$ cat src/rtl/repsup_pkg.sv
package repsup_pkg;

  localparam int CODE_W = 4;

  localparam logic [CODE_W-1:0] PC_SYNC       = 4'd0;
  localparam logic [CODE_W-1:0] PC_HOLD       = 4'd1;
  localparam logic [CODE_W-1:0] PC_HOLDACK    = 4'd2;
  localparam logic [CODE_W-1:0] PC_RXREADY    = 4'd3;
  localparam logic [CODE_W-1:0] PC_TXREADY    = 4'd4;
  localparam logic [CODE_W-1:0] PC_RXBUSY     = 4'd5;
  localparam logic [CODE_W-1:0] PC_RXGOOD     = 4'd6;
  localparam logic [CODE_W-1:0] PC_RXBAD      = 4'd7;
  localparam logic [CODE_W-1:0] PC_AWAITSTAT  = 4'd8;
  localparam logic [CODE_W-1:0] PC_ABORT      = 4'd9;
  localparam logic [CODE_W-1:0] PC_FRAMESTART = 4'd10;
  localparam logic [CODE_W-1:0] PC_FRAMEEND   = 4'd11;
  localparam logic [CODE_W-1:0] PC_REPEAT     = 4'd12;
  localparam logic [CODE_W-1:0] PC_ALIGN      = 4'd13;

  // Transmit word source chosen by the control
  typedef enum logic [2:0] {
    TXS_NONE, TXS_PRIM, TXS_CONT, TXS_FILL, TXS_DATA
  } txSel_e;

  // Receive report source chosen by the control
  typedef enum logic [1:0] {
    RXS_NONE, RXS_PRIM, RXS_HELD, RXS_DATA
  } rxSel_e;

  typedef enum logic [1:0] {
    TX_IDLE, TX_ONCE, TX_TWICE, TX_SUPP
  } txState_e;

  typedef enum logic [1:0] {
    RX_FREE, RX_LAST, RX_HOLD
  } rxState_e;

  typedef struct packed {
    txSel_e txSel;
    logic   txLoadLast;
    rxSel_e rxSel;
    logic   rxLoadLast;
  } strobes_t;

  // Codes that may be compressed into a run
  function automatic logic isRunnable(input logic [CODE_W-1:0] code);
    return code <= PC_ABORT;
  endfunction

endpackage

$ cat src/rtl/repsup_ctrl.sv
module repsup_ctrl
  import repsup_pkg::*;
(
  input  logic              clk,
  input  logic              rst,
  input  logic              txReqValid,
  input  logic              txReqPrim,
  input  logic [CODE_W-1:0] txReqCode,
  input  logic              txSame,
  input  logic              rxWordValid,
  input  logic              rxIsCtrl,
  input  logic [CODE_W-1:0] rxCode,
  output strobes_t          strb
);

  txState_e txState, txNext;
  rxState_e rxState, rxNext;

  // Transmit run tracking
  always_comb begin
    txNext          = txState;
    strb.txSel      = TXS_NONE;
    strb.txLoadLast = 1'b0;
    if (!txReqValid) begin
      txNext = TX_IDLE;
    end else if (!txReqPrim) begin
      strb.txSel = TXS_DATA;
      txNext     = TX_IDLE;
    end else if (!isRunnable(txReqCode)) begin
      strb.txSel = TXS_PRIM;
      txNext     = TX_IDLE;
    end else if (txSame && txState != TX_IDLE) begin
      unique case (txState)
        TX_ONCE: begin
          strb.txSel = TXS_PRIM;
          txNext     = TX_TWICE;
        end
        TX_TWICE: begin
          strb.txSel = TXS_CONT;
          txNext     = TX_SUPP;
        end
        default: begin
          strb.txSel = TXS_FILL;
          txNext     = TX_SUPP;
        end
      endcase
    end else begin
      strb.txSel      = TXS_PRIM;
      strb.txLoadLast = 1'b1;
      txNext          = TX_ONCE;
    end
  end

  // Receive hold tracking
  always_comb begin
    rxNext          = rxState;
    strb.rxSel      = (rxState == RX_HOLD) ? RXS_HELD : RXS_NONE;
    strb.rxLoadLast = 1'b0;
    if (rxWordValid && rxIsCtrl) begin
      if (rxCode == PC_ALIGN) begin
        rxNext = rxState;
      end else if (rxCode == PC_REPEAT) begin
        if (rxState != RX_FREE) begin
          strb.rxSel = RXS_HELD;
          rxNext     = RX_HOLD;
        end
      end else if (isRunnable(rxCode)) begin
        strb.rxSel      = RXS_PRIM;
        strb.rxLoadLast = 1'b1;
        rxNext          = RX_LAST;
      end else begin
        strb.rxSel = RXS_PRIM;
        rxNext     = RX_FREE;
      end
    end else if (rxWordValid && rxState != RX_HOLD) begin
      strb.rxSel = RXS_DATA;
      rxNext     = RX_FREE;
    end
  end

  always_ff @(posedge clk) begin
    if (rst) begin
      txState <= TX_IDLE;
      rxState <= RX_FREE;
    end else begin
      txState <= txNext;
      rxState <= rxNext;
    end
  end

  // A hold is only ever entered on a received continuation marker
  assert_hold_entry_R7: assert property (@(posedge clk) disable iff (rst)
    (rxState == RX_HOLD && $past(rxState) != RX_HOLD)
      |-> $past(rxWordValid && rxIsCtrl && rxCode == PC_REPEAT));

  // A marker with nothing reported before it never starts a hold
  assert_cont_ignored_R9: assert property (@(posedge clk) disable iff (rst)
    (rxState == RX_FREE && rxWordValid && rxIsCtrl && rxCode == PC_REPEAT)
      |=> rxState == RX_FREE);

endmodule

$ cat src/rtl/repsup_dpath.sv
module repsup_dpath
  import repsup_pkg::*;
#(
  parameter int                   WORD_W    = 32,
  parameter int                   LFSR_W    = 16,
  parameter logic [LFSR_W-1:0]    LFSR_TAPS = 16'hF008,
  parameter logic [LFSR_W-1:0]    LFSR_SEED = 16'hACE1,
  parameter logic [WORD_W-9:0]    PRIM_TAG  = 24'h7CB5B5
) (
  input  logic              clk,
  input  logic              rst,
  input  strobes_t          strb,
  input  logic              txReqValid,
  input  logic              txReqPrim,
  input  logic [CODE_W-1:0] txReqCode,
  input  logic [WORD_W-1:0] txReqData,
  input  logic              rxWordValid,
  input  logic              rxIsCtrl,
  input  logic [WORD_W-1:0] rxWord,
  output logic              txSame,
  output logic              lineValid,
  output logic              lineIsCtrl,
  output logic [WORD_W-1:0] lineWord,
  output logic              rxPrimValid,
  output logic [CODE_W-1:0] rxPrimCode,
  output logic              rxDataValid,
  output logic [WORD_W-1:0] rxData
);

  localparam logic [3:0] PAD = 4'h0;

  logic [CODE_W-1:0] txLastCode;
  logic [CODE_W-1:0] rxLastCode;
  logic [LFSR_W-1:0] lfsrQ;
  logic              lfsrFb;
  logic [WORD_W-1:0] fillWord;

  assign txSame = (txReqCode == txLastCode);
  assign lfsrFb = ^(lfsrQ & LFSR_TAPS);

  // Filler spreads the LFSR over the word, inverting alternate copies
  always_comb begin
    for (int i = 0; i < WORD_W; i++) begin
      fillWord[i] = lfsrQ[i % LFSR_W] ^ (((i / LFSR_W) % 2) != 0);
    end
  end

  always_ff @(posedge clk) begin
    if (rst) begin
      lfsrQ      <= LFSR_SEED;
      txLastCode <= '0;
      rxLastCode <= '0;
    end else begin
      lfsrQ <= {lfsrQ[LFSR_W-2:0], lfsrFb};
      if (strb.txLoadLast) txLastCode <= txReqCode;
      if (strb.rxLoadLast) rxLastCode <= rxWord[CODE_W-1:0];
    end
  end

  // Line output register
  always_ff @(posedge clk) begin
    if (rst) begin
      lineValid  <= 1'b0;
      lineIsCtrl <= 1'b0;
      lineWord   <= '0;
    end else begin
      unique case (strb.txSel)
        TXS_PRIM: begin
          lineValid  <= 1'b1;
          lineIsCtrl <= 1'b1;
          lineWord   <= {PRIM_TAG, PAD, txReqCode};
        end
        TXS_CONT: begin
          lineValid  <= 1'b1;
          lineIsCtrl <= 1'b1;
          lineWord   <= {PRIM_TAG, PAD, PC_REPEAT};
        end
        TXS_FILL: begin
          lineValid  <= 1'b1;
          lineIsCtrl <= 1'b0;
          lineWord   <= fillWord;
        end
        TXS_DATA: begin
          lineValid  <= 1'b1;
          lineIsCtrl <= 1'b0;
          lineWord   <= txReqData;
        end
        default: begin
          lineValid  <= 1'b0;
          lineIsCtrl <= 1'b0;
          lineWord   <= '0;
        end
      endcase
    end
  end

  // Receive report register
  always_ff @(posedge clk) begin
    if (rst) begin
      rxPrimValid <= 1'b0;
      rxPrimCode  <= '0;
      rxDataValid <= 1'b0;
      rxData      <= '0;
    end else begin
      rxPrimValid <= 1'b0;
      rxPrimCode  <= '0;
      rxDataValid <= 1'b0;
      rxData      <= '0;
      unique case (strb.rxSel)
        RXS_PRIM: begin
          rxPrimValid <= 1'b1;
          rxPrimCode  <= rxWord[CODE_W-1:0];
        end
        RXS_HELD: begin
          rxPrimValid <= 1'b1;
          rxPrimCode  <= rxLastCode;
        end
        RXS_DATA: begin
          rxDataValid <= 1'b1;
          rxData      <= rxWord;
        end
        default: ;
      endcase
    end
  end

  // The marker goes out only after two identical control words
  assert_cont_after_pair_R2: assert property (@(posedge clk) disable iff (rst)
    (strb.txSel == TXS_CONT)
      |-> (lineValid && lineIsCtrl && $past(lineValid) && $past(lineIsCtrl)
           && lineWord == $past(lineWord)));

  assert_fill_is_data_R3: assert property (@(posedge clk) disable iff (rst)
    (strb.txSel == TXS_FILL) |=> (lineValid && !lineIsCtrl));

  assert_delim_verbatim_R4: assert property (@(posedge clk) disable iff (rst)
    (txReqValid && txReqPrim && (txReqCode == PC_FRAMESTART || txReqCode == PC_FRAMEEND))
      |=> (lineValid && lineIsCtrl && lineWord[CODE_W-1:0] == $past(txReqCode)));

  assert_align_hidden_R8: assert property (@(posedge clk) disable iff (rst)
    (rxWordValid && rxIsCtrl && rxWord[CODE_W-1:0] == PC_ALIGN)
      |=> !(rxPrimValid && rxPrimCode == PC_ALIGN));

endmodule

$ cat src/rtl/repsup_top.sv
module repsup_top
  import repsup_pkg::*;
#(
  parameter int                WORD_W    = 32,
  parameter int                LFSR_W    = 16,
  parameter logic [LFSR_W-1:0] LFSR_TAPS = 16'hF008,
  parameter logic [LFSR_W-1:0] LFSR_SEED = 16'hACE1,
  parameter logic [WORD_W-9:0] PRIM_TAG  = 24'h7CB5B5
) (
  input  logic              clk,
  input  logic              rst,
  input  logic              txReqValid,
  input  logic              txReqPrim,
  input  logic [CODE_W-1:0] txReqCode,
  input  logic [WORD_W-1:0] txReqData,
  output logic              lineValid,
  output logic              lineIsCtrl,
  output logic [WORD_W-1:0] lineWord,
  input  logic              rxWordValid,
  input  logic              rxIsCtrl,
  input  logic [WORD_W-1:0] rxWord,
  output logic              rxPrimValid,
  output logic [CODE_W-1:0] rxPrimCode,
  output logic              rxDataValid,
  output logic [WORD_W-1:0] rxData
);

  strobes_t strb;
  logic     txSame;

  repsup_ctrl uCtrl (
    .clk         (clk),
    .rst         (rst),
    .txReqValid  (txReqValid),
    .txReqPrim   (txReqPrim),
    .txReqCode   (txReqCode),
    .txSame      (txSame),
    .rxWordValid (rxWordValid),
    .rxIsCtrl    (rxIsCtrl),
    .rxCode      (rxWord[CODE_W-1:0]),
    .strb        (strb)
  );

  repsup_dpath #(
    .WORD_W    (WORD_W),
    .LFSR_W    (LFSR_W),
    .LFSR_TAPS (LFSR_TAPS),
    .LFSR_SEED (LFSR_SEED),
    .PRIM_TAG  (PRIM_TAG)
  ) uDpath (
    .clk         (clk),
    .rst         (rst),
    .strb        (strb),
    .txReqValid  (txReqValid),
    .txReqPrim   (txReqPrim),
    .txReqCode   (txReqCode),
    .txReqData   (txReqData),
    .rxWordValid (rxWordValid),
    .rxIsCtrl    (rxIsCtrl),
    .rxWord      (rxWord),
    .txSame      (txSame),
    .lineValid   (lineValid),
    .lineIsCtrl  (lineIsCtrl),
    .lineWord    (lineWord),
    .rxPrimValid (rxPrimValid),
    .rxPrimCode  (rxPrimCode),
    .rxDataValid (rxDataValid),
    .rxData      (rxData)
  );

endmodule

$ cat config.mk
export PLATFORM = sky130hd
export DESIGN_NAME = repsup_top
export DESIGN_NICKNAME = d
export VERILOG_FILES = /design/src/rtl/repsup_pkg.sv /design/src/rtl/repsup_ctrl.sv /design/src/rtl/repsup_dpath.sv /design/src/rtl/repsup_top.sv
export SDC_FILE = /design/constraint.sdc
export NUM_CORES = 1
export LEC_CHECK = 0
export ABC_AREA = 1
export BUFFER_PORTS_ARGS = -buffer_cell sky130_fd_sc_hd__buf_4
export CORE_ASPECT_RATIO = 0.75
export CORE_MARGIN = 8
export CORE_UTILIZATION = 48
export CTS_CLUSTER_DIAMETER = 150
export DETAILED_ROUTE_END_ITERATION = 12
export HOLD_SLACK_MARGIN = 0.06
export PLACE_DENSITY = 0.79
export SLEW_MARGIN = 10
export SYNTH_ARGS = -nofsm -noshare
export SYNTH_HDL_FRONTEND = slang
export SYNTH_SLANG_ARGS = --single-unit
export TNS_END_PERCENT = 10
$ cat constraint.sdc
create_clock -name clk -period 2.35 [get_ports clk]
set_clock_uncertainty 0.2 [all_clocks]
set_input_delay 0.47 -clock clk [delete_from_list [all_inputs] [get_ports clk]]
set_output_delay 0.47 -clock clk [all_outputs]
set_load 0.1 [all_outputs]
==> impl_metrics.py <==
metrics = {
    "status": {
        "status": "finished, final reports clean",
    },
    "finish": {
        "drive_gt1_share_pct": 34.9,
        "diodes": 0,
        "stdcell_count": 691,
        "postLayoutCoreUtil_pct": 67.8,
        "fin_area_sq_mm": 0.00504,
        "nets": 662,
        "syn_to_final_growth_pct": 35.5,
        "fillers": 618,
    },
    "die": {
        "die_x_um": 118,
        "core-area_sq_mm": 0.00743,
        "die_h_um": 92.2,
        "pin_count": 146,
        "start_util_pct": 50.0,
        "num_rows": 27,
        "die_area_sq_mm": 0.0108,
    },
    "place": {
        "dpl_cell_area_sq_mm": 0.00486,
        "io_buffer_count": 145,
        "placedCellCount": 675,
        "hpwl_mm": 7.34,
        "gp_congestion": 0.798,
    },
    "clock_tree": {
        "clkSinkCount": 100,
        "cts_root_buffer": "clkbuf_8",
        "h-tree-depth": 3,
        "path_clk_slew_ns": 0.10,
        "cts_tree": "yes",
        "cts_buffer_depth": 2,
        "insertion_delay_ns": 0.36,
        "postCtsHoldBufs": 0,
        "cts_setup_buffers": 0,
        "cts_resized": 0,
        "cts_buffers": 9,
    },
    "global_route": {
        "grt_pass1_vias": 3244,
        "grt_start_max_net_pins": 34,
        "grt_usage_pct": 17.5,
        "grt_pass1_wl_mm": 15.8,
        "gr-total-overflow": 0,
        "antenna_found_initial": 0,
    },
    "power": {
        "leakagePower_uw": 0.00260,
        "max-vdd-ir-drop_uv": 407,
        "swShare_pct": 32.0,
        "combPwrFrac_pct": 18.8,
        "power_density_mw_per_mm2": 689,
        "p_clk_share_pct": 29.6,
        "pwr-share-seq_pct": 51.6,
        "p_int_uw": 2360,
        "p_switching_uw": 1110,
    },
    "detailed_routing": {
        "routed.top_layer": "met4",
        "drt_iter0_drc": 197,
        "route.final.wire_length_mm": 9.47,
        "drc": 0,
        "vias_per_cell": 4.65,
        "wl_per_cell_um": 13.7,
        "dr_total_vias": 3211,
        "drt-met1-wl_mm": 4.03,
        "dr_wl_met3_um": 815,
        "drt_pre_antenna_iters": 6,
        "ant_nets": 0,
        "met2WireLength_mm": 4.53,
    },
    "critical_path": {
        "setup.worst_path.class": "flip-flop to flip-flop",
        "crit_path_start_kind": "flip-flop",
        "cp_slowest_cell": "dfxtp_1",
        "cp.arrival_ns": 1.93,
        "cpMostUsedCell": "nand2_2",
        "end_kind": "flip-flop",
        "critical_path_required_ns": 2.41,
        "crit_path_max_incr_delay_ns": 0.40,
        "critPathMaxFanout": 19,
        "crit_chain": "inv_2, nand2_2, nand2_2, nor2_8, nand4_4, nand2_2, nor2_4, nand2_1, nand3_1, nand2_1, inv_1",
    },
    "synthesis": {
        "ys_seq_area_share_pct": 53.9,
        "ys_ff_latch": 100,
        "avgSynthCellArea_sq_um": 8.43,
        "yosysUniqueCellTypes": 34,
        "synthesis.area_sq_mm": 0.00372,
        "synthCells": 441,
        "ys_warn_count": 0,
        "syn_nets": 518,
    },
    "sta": {
        "slew_violations": 0,
        "rsz0062_at_grt": "no",
        "relSlewSlack_pct": 63.3,
        "finalHoldViolCount": 0,
        "fmax_mhz": 535,
        "tightest_slew_ns": 0.546,
        "min_period_over_period_pct": 79.6,
        "period_needed_ns": 1.87,
        "setup_viol": 0,
        "tns_ns": 0,
    },
    "flow_run": {
        "cap_violations": 0,
    },
    "worst_hold_path": {
        "hold_class": "input port to flip-flop",
    },
}
-- layout make-up --
type	count	area, sq um	area share (%)
inverter	67	251	4.99
sequential	100	2000	39.7
clock inverter	7	56.3	1.12
multi-input combinational	256	1330	26.4
timing repair buffer	151	1150	22.7
clock buffer	9	124	2.46
tap	101	126	2.51
-- cells in the final DEF (no fill, tap or decap), drive strengths merged --
cell type  count
xnor2          4
nand4         18
o21ai         10
a21oi         41
nor4           1
nor2          69
o2111ai        1
clkinv         2
a22oi          1
or2            6
ha             3
nand2         96
clkinvlp       1
nand3          6
dfxtp        100
buf          151
inv           71
clkbuf         9
-- flip-flops by register name, summed over array words and instances, names as in the netlist --
signal              count
uDpath.rxPrimValid      1
uDpath.lineValid        1
uDpath.lfsrQ           16
uDpath.rxPrimCode       4
uCtrl.txState           2
uDpath.txLastCode       4
uDpath.rxDataValid      1
uDpath.lineWord        32
uDpath.rxData          32
uDpath.lineIsCtrl       1
uCtrl.rxState           2
uDpath.rxLastCode       4
-- final timing paths --
path | endpoint | slack, ns | startpoint | cells past startpoint
worst min-delay path | uDpath.rxData[9] | 0.11 | rxWord[9] | 3
worst max register to register | uDpath.lineWord[1] | 0.48 | uCtrl.txState[1] | 11
worst min register to register | uDpath.lfsrQ[3] | 0.24 | uDpath.lfsrQ[2] | 2
worst max-delay path | uDpath.lineWord[1] | 0.48 | uCtrl.txState[1] | 11
-- cell usage after synthesis --
cell type / n / area (sq um)
nand3_1: 4 / 20.0
inv_2: 3 / 11.3
buf_6: 1 / 11.3
nor2_8: 2 / 40.0
dlymetal6s2s_1: 1 / 12.5
nor4_1: 1 / 6.26
nand4_4: 1 / 21.3
a21oi_1: 41 / 205
clkbuf_8: 3 / 41.3
nand2_4: 1 / 11.3
o21ai_1: 1 / 5.00
nor2_4: 2 / 22.5
xnor2_1: 3 / 26.3
clkbuf_1: 9 / 33.8
or2_2: 6 / 37.5
inv_1: 63 / 236
xnor2_2: 1 / 16.3
dfxtp_1: 100 / 2000
nor2_2: 3 / 18.8
nand2_2: 7 / 43.8
o2111ai_1: 1 / 8.76
ha_1: 3 / 37.5
o21ai_0: 8 / 40.0
nand4_2: 9 / 113
buf_2: 3 / 15.0
clkinv_1: 1 / 3.75
nand3_4: 1 / 17.5
nand3_2: 1 / 10.0
buf_12: 1 / 20.0
nand2_1: 88 / 330
nand4_1: 8 / 50.1
nor2_1: 62 / 233
a22oi_1: 1 / 7.51
o21ai_2: 1 / 8.76
-- logic make-up after synthesis --
logic type      Yosys count  share of synthesized area [%]
compound gates           53                           7.41
xor+xnor                  4                           1.14
fa+ha+maj                 3                           1.01
buf+inv                  85                           10.4
flops                   100                           53.9
simple gates            196                           26.2
-- power by group through the flow --
stage	Sequential, uW	Combinational [uW]	Clock, uW
after detailed placement	1830	652	0
after global routing	1800	691	1130
final	1790	651	1030
after floorplan	2100	177	0
after CTS	1790	654	1050
after global placement	1830	641	0
-- through the flow --
| stage | worst slack, ns | hold slack, ns | total power [uW] |
|---|---|---|---|
| global placement | 0.305 | 0.220 | 2470 |
| global route | 0.319 | 0.0923 | 3620 |
| CTS | 0.476 | 0.0981 | 3500 |
| floorplan | 0.517 | 0.203 | 2280 |
| finish | 0.480 | 0.110 | 3470 |
| detailed placement | 0.259 | 0.223 | 2480 |
-- worst max-delay path: cells and delay by family (launching register included) --
kind | cells | cell delay [ns]
DFF | 1 | 0.40
and+or+nand+nor | 9 | 1.07
buffers and inverters | 2 | 0.09
-- metal layers --
metal / vias up / global-route usage (%)
met2: 112 / 29.3
met4: 0 / 4.89
met1: 1448 / 20.3
met3: 11 / 7.16
li1: 1640 / -
met5: - / 0
No activity file was read; power rests on OpenSTA's default activity.
